## src/rtl/rc_cal_pkg.sv

```systemverilog
package rc_cal_pkg;

  typedef enum logic [2:0] {
    ST_IDLE,
    ST_SL_BASE,
    ST_SL_TUNE,
    ST_SL_AVG,
    ST_SL_DIV_GO,
    ST_SL_DIV_RUN,
    ST_FA_MEAS
  } cal_state_e;

  localparam logic [15:0] DIV_RESET       = 16'h5000;
  localparam int unsigned DIV_NUMERATOR   = 384000000;

endpackage

```

## src/rtl/rc_settle_timer.sv

```systemverilog
module rc_settle_timer #(
  parameter int unsigned SLOW_CYC = 100,
  parameter int unsigned FAST_CYC = 10,
  localparam int unsigned MAX_CYC = (SLOW_CYC > FAST_CYC) ? SLOW_CYC : FAST_CYC,
  localparam int unsigned CNT_W   = $clog2(MAX_CYC + 1)
) (
  input  logic clk_i,
  input  logic rst_ni,
  input  logic load_i,
  input  logic fast_i,
  output logic expired_o
);

  logic [CNT_W-1:0] cnt_q;

  always_ff @(posedge clk_i or negedge rst_ni) begin
    if (!rst_ni) begin
      cnt_q <= '0;
    end else if (load_i) begin
      cnt_q <= fast_i ? CNT_W'(FAST_CYC) : CNT_W'(SLOW_CYC);
    end else if (cnt_q != '0) begin
      cnt_q <= cnt_q - 1'b1;
    end
  end

  assign expired_o = (cnt_q == '0);

endmodule

```

## src/rtl/rc_div_restoring.sv

```systemverilog
module rc_div_restoring #(
  parameter int unsigned DVD_W = 32,
  parameter int unsigned DVS_W = 16,
  parameter int unsigned QUO_W = 16,
  localparam int unsigned CNT_W = $clog2(DVD_W + 1)
) (
  input  logic             clk_i,
  input  logic             rst_ni,
  input  logic             start_i,
  input  logic [DVD_W-1:0] dividend_i,
  input  logic [DVS_W-1:0] divisor_i,
  output logic             done_o,
  output logic [QUO_W-1:0] quot_o
);

  logic [DVS_W:0]   rem_q;
  logic [DVD_W-1:0] dvd_q;
  logic [DVS_W-1:0] dvs_q;
  logic [CNT_W-1:0] cnt_q;
  logic             busy_q, done_q;

  logic [DVS_W:0] rem_sh, rem_sub;
  logic           ge;

  always_comb begin
    rem_sh  = {rem_q[DVS_W-1:0], dvd_q[DVD_W-1]};
    ge      = (rem_sh >= {1'b0, dvs_q});
    rem_sub = rem_sh - {1'b0, dvs_q};
  end

  // dvd_q shifts the dividend out at the top and the quotient in at the bottom
  always_ff @(posedge clk_i or negedge rst_ni) begin
    if (!rst_ni) begin
      rem_q  <= '0;
      dvd_q  <= '0;
      dvs_q  <= '0;
      cnt_q  <= '0;
      busy_q <= 1'b0;
      done_q <= 1'b0;
    end else begin
      done_q <= 1'b0;
      if (start_i && !busy_q) begin
        rem_q  <= '0;
        dvd_q  <= dividend_i;
        dvs_q  <= divisor_i;
        cnt_q  <= '0;
        busy_q <= 1'b1;
      end else if (busy_q) begin
        rem_q <= ge ? rem_sub : rem_sh;
        dvd_q <= {dvd_q[DVD_W-2:0], ge};
        cnt_q <= cnt_q + 1'b1;
        if (cnt_q == CNT_W'(DVD_W - 1)) begin
          busy_q <= 1'b0;
          done_q <= 1'b1;
        end
      end
    end
  end

  assign done_o = done_q;
  assign quot_o = dvd_q[QUO_W-1:0];

endmodule

```

## src/rtl/rc_cal_seq.sv

```systemverilog
module rc_cal_seq
  import rc_cal_pkg::*;
#(
  parameter int unsigned CLK_MHZ        = 12,
  parameter int unsigned SLOW_SETTLE_US = 4250,
  parameter int unsigned FAST_SETTLE_US = 128,
  parameter int unsigned PERIOD_W       = 16,
  parameter int unsigned SLOW_TUNE_W    = 4,
  parameter int unsigned FAST_TUNE_W    = 5,
  parameter int unsigned DIV_W          = 16,
  parameter int unsigned SAMPLES_LOG2   = 3,
  parameter int unsigned SLOW_TARGET    = 19200,
  parameter int unsigned SLOW_STEP      = 800,
  parameter int unsigned FAST_TARGET    = 256
) (
  input  logic                   clk_i,
  input  logic                   rst_ni,
  input  logic                   start_i,
  input  logic                   mode_i,
  input  logic [PERIOD_W-1:0]    period_i,
  input  logic                   period_vld_i,
  output logic [SLOW_TUNE_W-1:0] slow_tune_o,
  output logic [FAST_TUNE_W-1:0] fast_tune_o,
  output logic [DIV_W-1:0]       divisor_o,
  output logic                   done_o
);

  localparam int unsigned SLOW_CYC = SLOW_SETTLE_US * CLK_MHZ;
  localparam int unsigned FAST_CYC = FAST_SETTLE_US * CLK_MHZ;
  localparam int unsigned SUM_W    = PERIOD_W + SAMPLES_LOG2 + 1;
  localparam int unsigned DVD_W    = 32;
  localparam int unsigned DIFF_W   = PERIOD_W + 2;
  localparam int          SL_MAX   = 2 ** (SLOW_TUNE_W - 1) - 1;
  localparam int          SL_MIN   = -(2 ** (SLOW_TUNE_W - 1));
  localparam logic signed [DIFF_W-1:0] SL_TGT_S  = DIFF_W'(SLOW_TARGET + SLOW_STEP / 2);
  localparam logic signed [DIFF_W-1:0] SL_STEP_S = DIFF_W'(SLOW_STEP);
  localparam logic [FAST_TUNE_W-1:0] FA_MIN = {1'b1, {(FAST_TUNE_W-1){1'b0}}};
  localparam logic [FAST_TUNE_W-1:0] FA_MAX = {1'b0, {(FAST_TUNE_W-1){1'b1}}};
  localparam logic [SUM_W-1:0] RND_HALF = SUM_W'(2 ** (SAMPLES_LOG2 - 1));

  cal_state_e state_q, state_d;

  logic [SLOW_TUNE_W-1:0]  slow_tune_q;
  logic [FAST_TUNE_W-1:0]  fast_tune_q;
  logic [DIV_W-1:0]        divisor_q;
  logic                    done_q;
  logic [SUM_W-1:0]        sum_q;
  logic [SAMPLES_LOG2-1:0] smp_cnt_q;

  logic tmr_load, tmr_fast, tmr_expired, smp_ok, div_go, div_done, finish;
  logic fa_stop;
  logic [DIV_W-1:0] quot;

  logic signed [DIFF_W-1:0] diff_s, step_s;
  logic [SLOW_TUNE_W-1:0]   coarse_c;
  logic [SUM_W-1:0]         sum_rnd;
  logic [PERIOD_W-1:0]      avg_c;

  rc_settle_timer #(
    .SLOW_CYC (SLOW_CYC),
    .FAST_CYC (FAST_CYC)
  ) i_settle (
    .clk_i     (clk_i),
    .rst_ni    (rst_ni),
    .load_i    (tmr_load),
    .fast_i    (tmr_fast),
    .expired_o (tmr_expired)
  );

  rc_div_restoring #(
    .DVD_W (DVD_W),
    .DVS_W (PERIOD_W),
    .QUO_W (DIV_W)
  ) i_div (
    .clk_i      (clk_i),
    .rst_ni     (rst_ni),
    .start_i    (div_go),
    .dividend_i (DVD_W'(DIV_NUMERATOR)),
    .divisor_i  (avg_c),
    .done_o     (div_done),
    .quot_o     (quot)
  );

  // coarse step: rounded, truncating signed divide, then clamp to tune range
  always_comb begin
    diff_s = SL_TGT_S - $signed({2'b00, period_i});
    step_s = diff_s / SL_STEP_S;
    if (step_s > SL_MAX)      coarse_c = SLOW_TUNE_W'(SL_MAX);
    else if (step_s < SL_MIN) coarse_c = SLOW_TUNE_W'(SL_MIN);
    else                      coarse_c = SLOW_TUNE_W'(step_s);
  end

  always_comb begin
    sum_rnd = sum_q + RND_HALF;
    avg_c   = PERIOD_W'(sum_rnd >> SAMPLES_LOG2);
  end

  assign smp_ok  = tmr_expired && period_vld_i;
  assign fa_stop = (period_i >= PERIOD_W'(FAST_TARGET)) || (fast_tune_q == FA_MAX);

  always_comb begin
    state_d  = state_q;
    tmr_load = 1'b0;
    tmr_fast = 1'b0;
    div_go   = 1'b0;
    finish   = 1'b0;
    unique case (state_q)
      ST_IDLE: begin
        if (start_i) begin
          tmr_load = 1'b1;
          tmr_fast = mode_i;
          state_d  = mode_i ? ST_FA_MEAS : ST_SL_BASE;
        end
      end
      ST_SL_BASE: begin
        if (smp_ok) begin
          tmr_load = 1'b1;
          state_d  = ST_SL_TUNE;
        end
      end
      ST_SL_TUNE: begin
        if (tmr_expired) begin
          tmr_load = 1'b1;
          state_d  = ST_SL_AVG;
        end
      end
      ST_SL_AVG: begin
        if (smp_ok) begin
          if (&smp_cnt_q) state_d = ST_SL_DIV_GO;
          else            tmr_load = 1'b1;
        end
      end
      ST_SL_DIV_GO: begin
        div_go  = 1'b1;
        state_d = ST_SL_DIV_RUN;
      end
      ST_SL_DIV_RUN: begin
        if (div_done) begin
          finish  = 1'b1;
          state_d = ST_IDLE;
        end
      end
      ST_FA_MEAS: begin
        tmr_fast = 1'b1;
        if (smp_ok) begin
          if (fa_stop) begin
            finish  = 1'b1;
            state_d = ST_IDLE;
          end else begin
            tmr_load = 1'b1;
          end
        end
      end
      default: state_d = ST_IDLE;
    endcase
  end

  always_ff @(posedge clk_i or negedge rst_ni) begin
    if (!rst_ni) begin
      state_q     <= ST_IDLE;
      slow_tune_q <= '0;
      fast_tune_q <= '0;
      divisor_q   <= DIV_RESET;
      done_q      <= 1'b0;
      sum_q       <= '0;
      smp_cnt_q   <= '0;
    end else begin
      state_q <= state_d;
      done_q  <= finish;
      unique case (state_q)
        ST_IDLE: begin
          if (start_i && !mode_i) begin
            slow_tune_q <= '0;
            divisor_q   <= DIV_RESET;
          end else if (start_i) begin
            fast_tune_q <= FA_MIN;
          end
        end
        ST_SL_BASE:    if (smp_ok) slow_tune_q <= coarse_c;
        ST_SL_TUNE: begin
          if (tmr_expired) begin
            sum_q     <= '0;
            smp_cnt_q <= '0;
          end
        end
        ST_SL_AVG: begin
          if (smp_ok) begin
            sum_q     <= sum_q + SUM_W'(period_i);
            smp_cnt_q <= smp_cnt_q + 1'b1;
          end
        end
        ST_SL_DIV_RUN: if (div_done) divisor_q <= quot;
        ST_FA_MEAS:    if (smp_ok && !fa_stop) fast_tune_q <= fast_tune_q + 1'b1;
        default: ;
      endcase
    end
  end

  assign slow_tune_o = slow_tune_q;
  assign fast_tune_o = fast_tune_q;
  assign divisor_o   = divisor_q;
  assign done_o      = done_q;

endmodule

```

## config.mk

```make
export PLATFORM = sky130hd
export DESIGN_NAME = rc_cal_seq
export DESIGN_NICKNAME = d
export VERILOG_FILES = /design/src/rtl/rc_cal_pkg.sv /design/src/rtl/rc_settle_timer.sv /design/src/rtl/rc_div_restoring.sv /design/src/rtl/rc_cal_seq.sv
export SDC_FILE = /design/constraint.sdc
export NUM_CORES = 1
export LEC_CHECK = 0
export BUFFER_PORTS_ARGS = -buffer_cell sky130_fd_sc_hd__buf_4
export CAP_MARGIN = 20
export CORE_ASPECT_RATIO = 1.5
export CORE_MARGIN = 10
export CORE_UTILIZATION = 34
export DETAILED_ROUTE_END_ITERATION = 6
export PLACE_DENSITY = 0.49
export SLEW_MARGIN = 20
export SYNTH_ARGS = -nofsm -noshare
export SYNTH_HDL_FRONTEND = slang
export SYNTH_SLANG_ARGS = --single-unit
```

## constraint.sdc

```tcl
create_clock -name clk_i -period 5.15 [get_ports clk_i]
set_input_delay 1.03 -clock clk_i [delete_from_list [all_inputs] [get_ports clk_i]]
set_output_delay 1.03 -clock clk_i [all_outputs]
set_load 0.005 [all_outputs]
```

==> impl_metrics.yaml <==
critical_path:
  crit_top_cell: "buf_6"
  reg2regPathDepth: 22
  worstSetupPathType: "input pin to register"
  end_kind: "register"
  path_max_fanout: 6
  cp.arrival_ps: 7770
  cp-start-kind: "input pin"
  regToRegSetupSlack_ps: 850
  cp_slowest_cell: "or4b_4"
  max_stage_delay_ps: 550
  crit_end: "slow_tune_o[1]$_DFFE_PN0P_"
  startpoint: "period_i[0]"
  r2r_end: "i_div.rem_q[9]$_DFFE_PN0P_"
  critPathRequiredTime_ps: 5470
  rr_startpoint: "i_div.dvs_q[1]$_DFFE_PN0P_"
floorplan:
  dieArea_mm2: 0.0369
  die_w_um: 160
  die_h_um: 230
  ios: 47
  rows: 77
  start_util_pct: 34.2
  coreArea_mm2: 0.0293
synthesis:
  synth_edf_count: 0
  syn_inst: 1179
  ys.flop_type: "dfrtp_1"
  synth.distinct_cells: 93
  syn-num-nets: 1245
  yosysWarnings: 0
  synth_top_family_by_area: "compound AO/OA/AOI/OAI gates"
  synthSimpleGateAreaFrac_pct: 19.8
  synth_compound_area_share_pct: 26.1
  synth_xor_area_share_pct: 7.41
  synth.area.mux_share_pct: 1.43
  async_flop_share_pct: 100
  synth_adder_area_share_pct: 5.86
  syn_area_per_cell_um2: 8.50
  synth_seq_cells: 139
  syn_area_mm2: 0.0100
  ys_seq_area_share_pct: 34.7
pwr:
  power.switching_mw: 2.64
  p_seq_share_pct: 26.8
  pwr-share-clk_pct: 19.4
  power_frac_comb_pct: 53.8
  p_int_mw: 4.01
  p_leak_nw: 6.05
  power.total_mw: 6.65
  swShare_pct: 39.6
  power.density_mw_per_mm2: 484
  peakVddDrop_v: 0.000240
route:
  ant_nets: 0
  drtIter0Drc: 357
  wl_per_cell_um: 16.2
  drc: 0
  first_pass_iters: 4
  vias: 9514
  routed_wl_um: 29900
  via_per_inst: 5.16
timing:
  period_share_pct: 145
  fmax_mhz: 134
  max_slew_margin_pct: 41.3
  slew_viol_final: 0
  worstMarginPinSlew_ps: 877
  fin_ws_ps: -2300
  rsz0062_at_grt: "yes"
  period_needed_ps: 7450
  hold_viol: 0
  setup_tns_ps: -8130
  clock-skew-final_ps: 9.33
  finalSetupViolations: 4
global_route:
  grt_pass1_wl_um: 49000
  grt_overflow_total: 0
  grt_start_max_net_pins: 54
  antenna_found_initial: 0
  first_global_vias: 9822
  gr-usage-all-layers_pct: 16.1
clocking:
  clock_path_buffers: 2
  cts_buffers: 17
  root_buffer: "clkbuf_16"
  clock_latency_ps: 430
  h-tree-depth: 4
  cts_tree: "done"
  clock_sinks: 139
  cts_hold_buf: 0
  path_clk_slew_ps: 60
cells_and_area:
  final_cell_mix: "buf_4 (273), nand2_1 (149), dfrtp_1 (137)"
  diodes: 0
  final_common_cell: "buf_4"
  fin_nets: 1501
  design_area_mm2: 0.0137
  fin_util_pct: 46.9
  drive_gt1_share_pct: 29.7
  synthToLayoutAreaGrowth_pct: 37.0
job:
  max-cap-violations: 0
placement:
  dpl_worst_slack_ps: -3050
  placed_area_mm2: 0.0124
  gp_congestion: 0.892
  hpwl_um: 23000
  io_buffer_count: 46
hold_path:
  hp-class: "register to register"
outcome:
  violations: "setup timing"
  status: "complete, but fails checks"
==> per-layer routing <==
metal / vias to the layer above / wire (um) / share of wire, % / GRT usage, %
met4: 0 / 1310 / 4.4 / 8.34
met5: - / 0 / 0 / 0
li1: 4799 / - / - / -
met1: 4507 / 11200 / 37 / 15.9
met2: 141 / 16800 / 56 / 31.6
met3: 67 / 658 / 2.2 / 2.29
==> cells in the mapped netlist, types with 4 or more instances <==
cell | n | area share, %
nor3_1 | 31 | 1.5
nand2b_1 | 16 | 1.0
nand3_1 | 29 | 1.4
clkbuf_1 | 40 | 1.5
a21oi_1 | 62 | 3.1
a2111oi_2 | 4 | 0.60
mux2i_1 | 8 | 0.80
or4_1 | 4 | 0.30
o31ai_1 | 14 | 1.0
nand4_1 | 12 | 0.75
and3_1 | 12 | 0.75
nor4_1 | 12 | 0.75
a21boi_0 | 4 | 0.30
o21ai_2 | 4 | 0.35
xor2_1 | 30 | 2.6
nand2_1 | 150 | 5.6
buf_1 | 4 | 0.15
a22oi_1 | 6 | 0.45
o21bai_1 | 15 | 1.1
nor2b_1 | 11 | 0.69
and2_1 | 4 | 0.25
o21ai_0 | 101 | 5.0
nor2_1 | 80 | 3.0
o41ai_1 | 4 | 0.35
or2_2 | 9 | 0.56
a31oi_1 | 13 | 0.81
inv_1 | 64 | 2.4
a21o_1 | 15 | 1.1
a211oi_1 | 9 | 0.67
or3_1 | 8 | 0.50
o21ai_1 | 6 | 0.30
dfrtp_1 | 137 | 34
ha_1 | 43 | 5.4
buf_2 | 7 | 0.35
o211ai_1 | 19 | 1.4
xnor2_1 | 53 | 4.6
nand3b_1 | 4 | 0.30
and4_1 | 4 | 0.35
o2111ai_1 | 7 | 0.61
a22o_1 | 41 | 3.6
==> registers in the layout, indices dropped and copies added, names as in the netlist, 3 cells and up <==
name and count:
i_div.dvd_q 32, sum_q 19, divisor_o 16, i_div.dvs_q 16
i_div.rem_q 16, i_settle.cnt_q 16, i_div.cnt_q 6, fast_tune_o 5
slow_tune_o 4, smp_cnt_q 3, state_q 3
==> how the worst min path moves through the flow <==
stage / startpoint / end / cells after the start
after floorplan: i_div.cnt_q[5]$_DFFE_PN0P_ / i_div.done_o$_DFF_PN0_ / 1
after global placement: i_div.dvs_q[6]$_DFFE_PN0P_ / i_div.dvs_q[6]$_DFFE_PN0P_ / 2
after global routing: divisor_o[14]$_DFFE_PN1P_ / divisor_o[14]$_DFFE_PN1P_ / 2
final: i_div.dvs_q[6]$_DFFE_PN0P_ / i_div.dvs_q[6]$_DFFE_PN0P_ / 2
after CTS: i_div.dvs_q[4]$_DFFE_PN0P_ / i_div.dvs_q[4]$_DFFE_PN0P_ / 2
after detailed placement: i_div.dvs_q[4]$_DFFE_PN0P_ / i_div.dvs_q[4]$_DFFE_PN0P_ / 2
==> power groups by stage <==
stage | combinational (mW) | clock (mW) | sequential (mW)
2_1_floorplan | 2.27 | 0 | 1.71
3_3_place_gp | 3.28 | 0 | 1.79
3_5_place_dp | 3.30 | 0 | 1.79
4_1_cts | 3.49 | 1.33 | 1.78
5_1_grt | 3.98 | 1.38 | 1.84
6_report | 3.58 | 1.29 | 1.78
==> metrics by stage <==
stage | instances | hold WS, ps
global placement | 1777 | 464
global route | 1843 | 500
detailed placement | 1777 | 469
CTS | 1833 | 483
floorplan | 1179 | 444
finish | 1843 | 477
==> critical path, delay by kind of cell <==
family | cells | cell delay (ps)
muxes | 2 | 580
buffers and inverters | 8 | 1160
adders and majority gates | 1 | 160
AOI/OAI and AO/OA | 9 | 2210
xor gates and xnor gates | 1 | 200
and+or+nand+nor | 12 | 2430
==> cells by family after synthesis <==
| group | after synthesis |
|---|---|
| simple gates | 404 |
| xor+xnor | 84 |
| flops | 139 |
| compound gates | 374 |
| fa+ha+maj | 46 |
| buf+inv | 118 |
| mux | 13 |
| other cells | 1 |
==> final cells by class <==
type                            instances  area (um2)
Multi-Input combinational cell        922        6620
Fill cell                            2866       15500
Clock inverter                         12         163
Sequential cell                       139        3480
Inverter                               64         245
Tap cell                              395         494
Clock buffer                           20         457
Timing Repair Buffer                  291        2280
==> what timing repair did <==
action	4_1_cts	5_1_grt
cloned	1	0
hold endpoints to repair	0	0
endpoints found under the setup margin	4	4
pin swaps	21	34
gates resized for setup	58	42
setup buffers	23	12
Power figures use the tool's default switching activity.
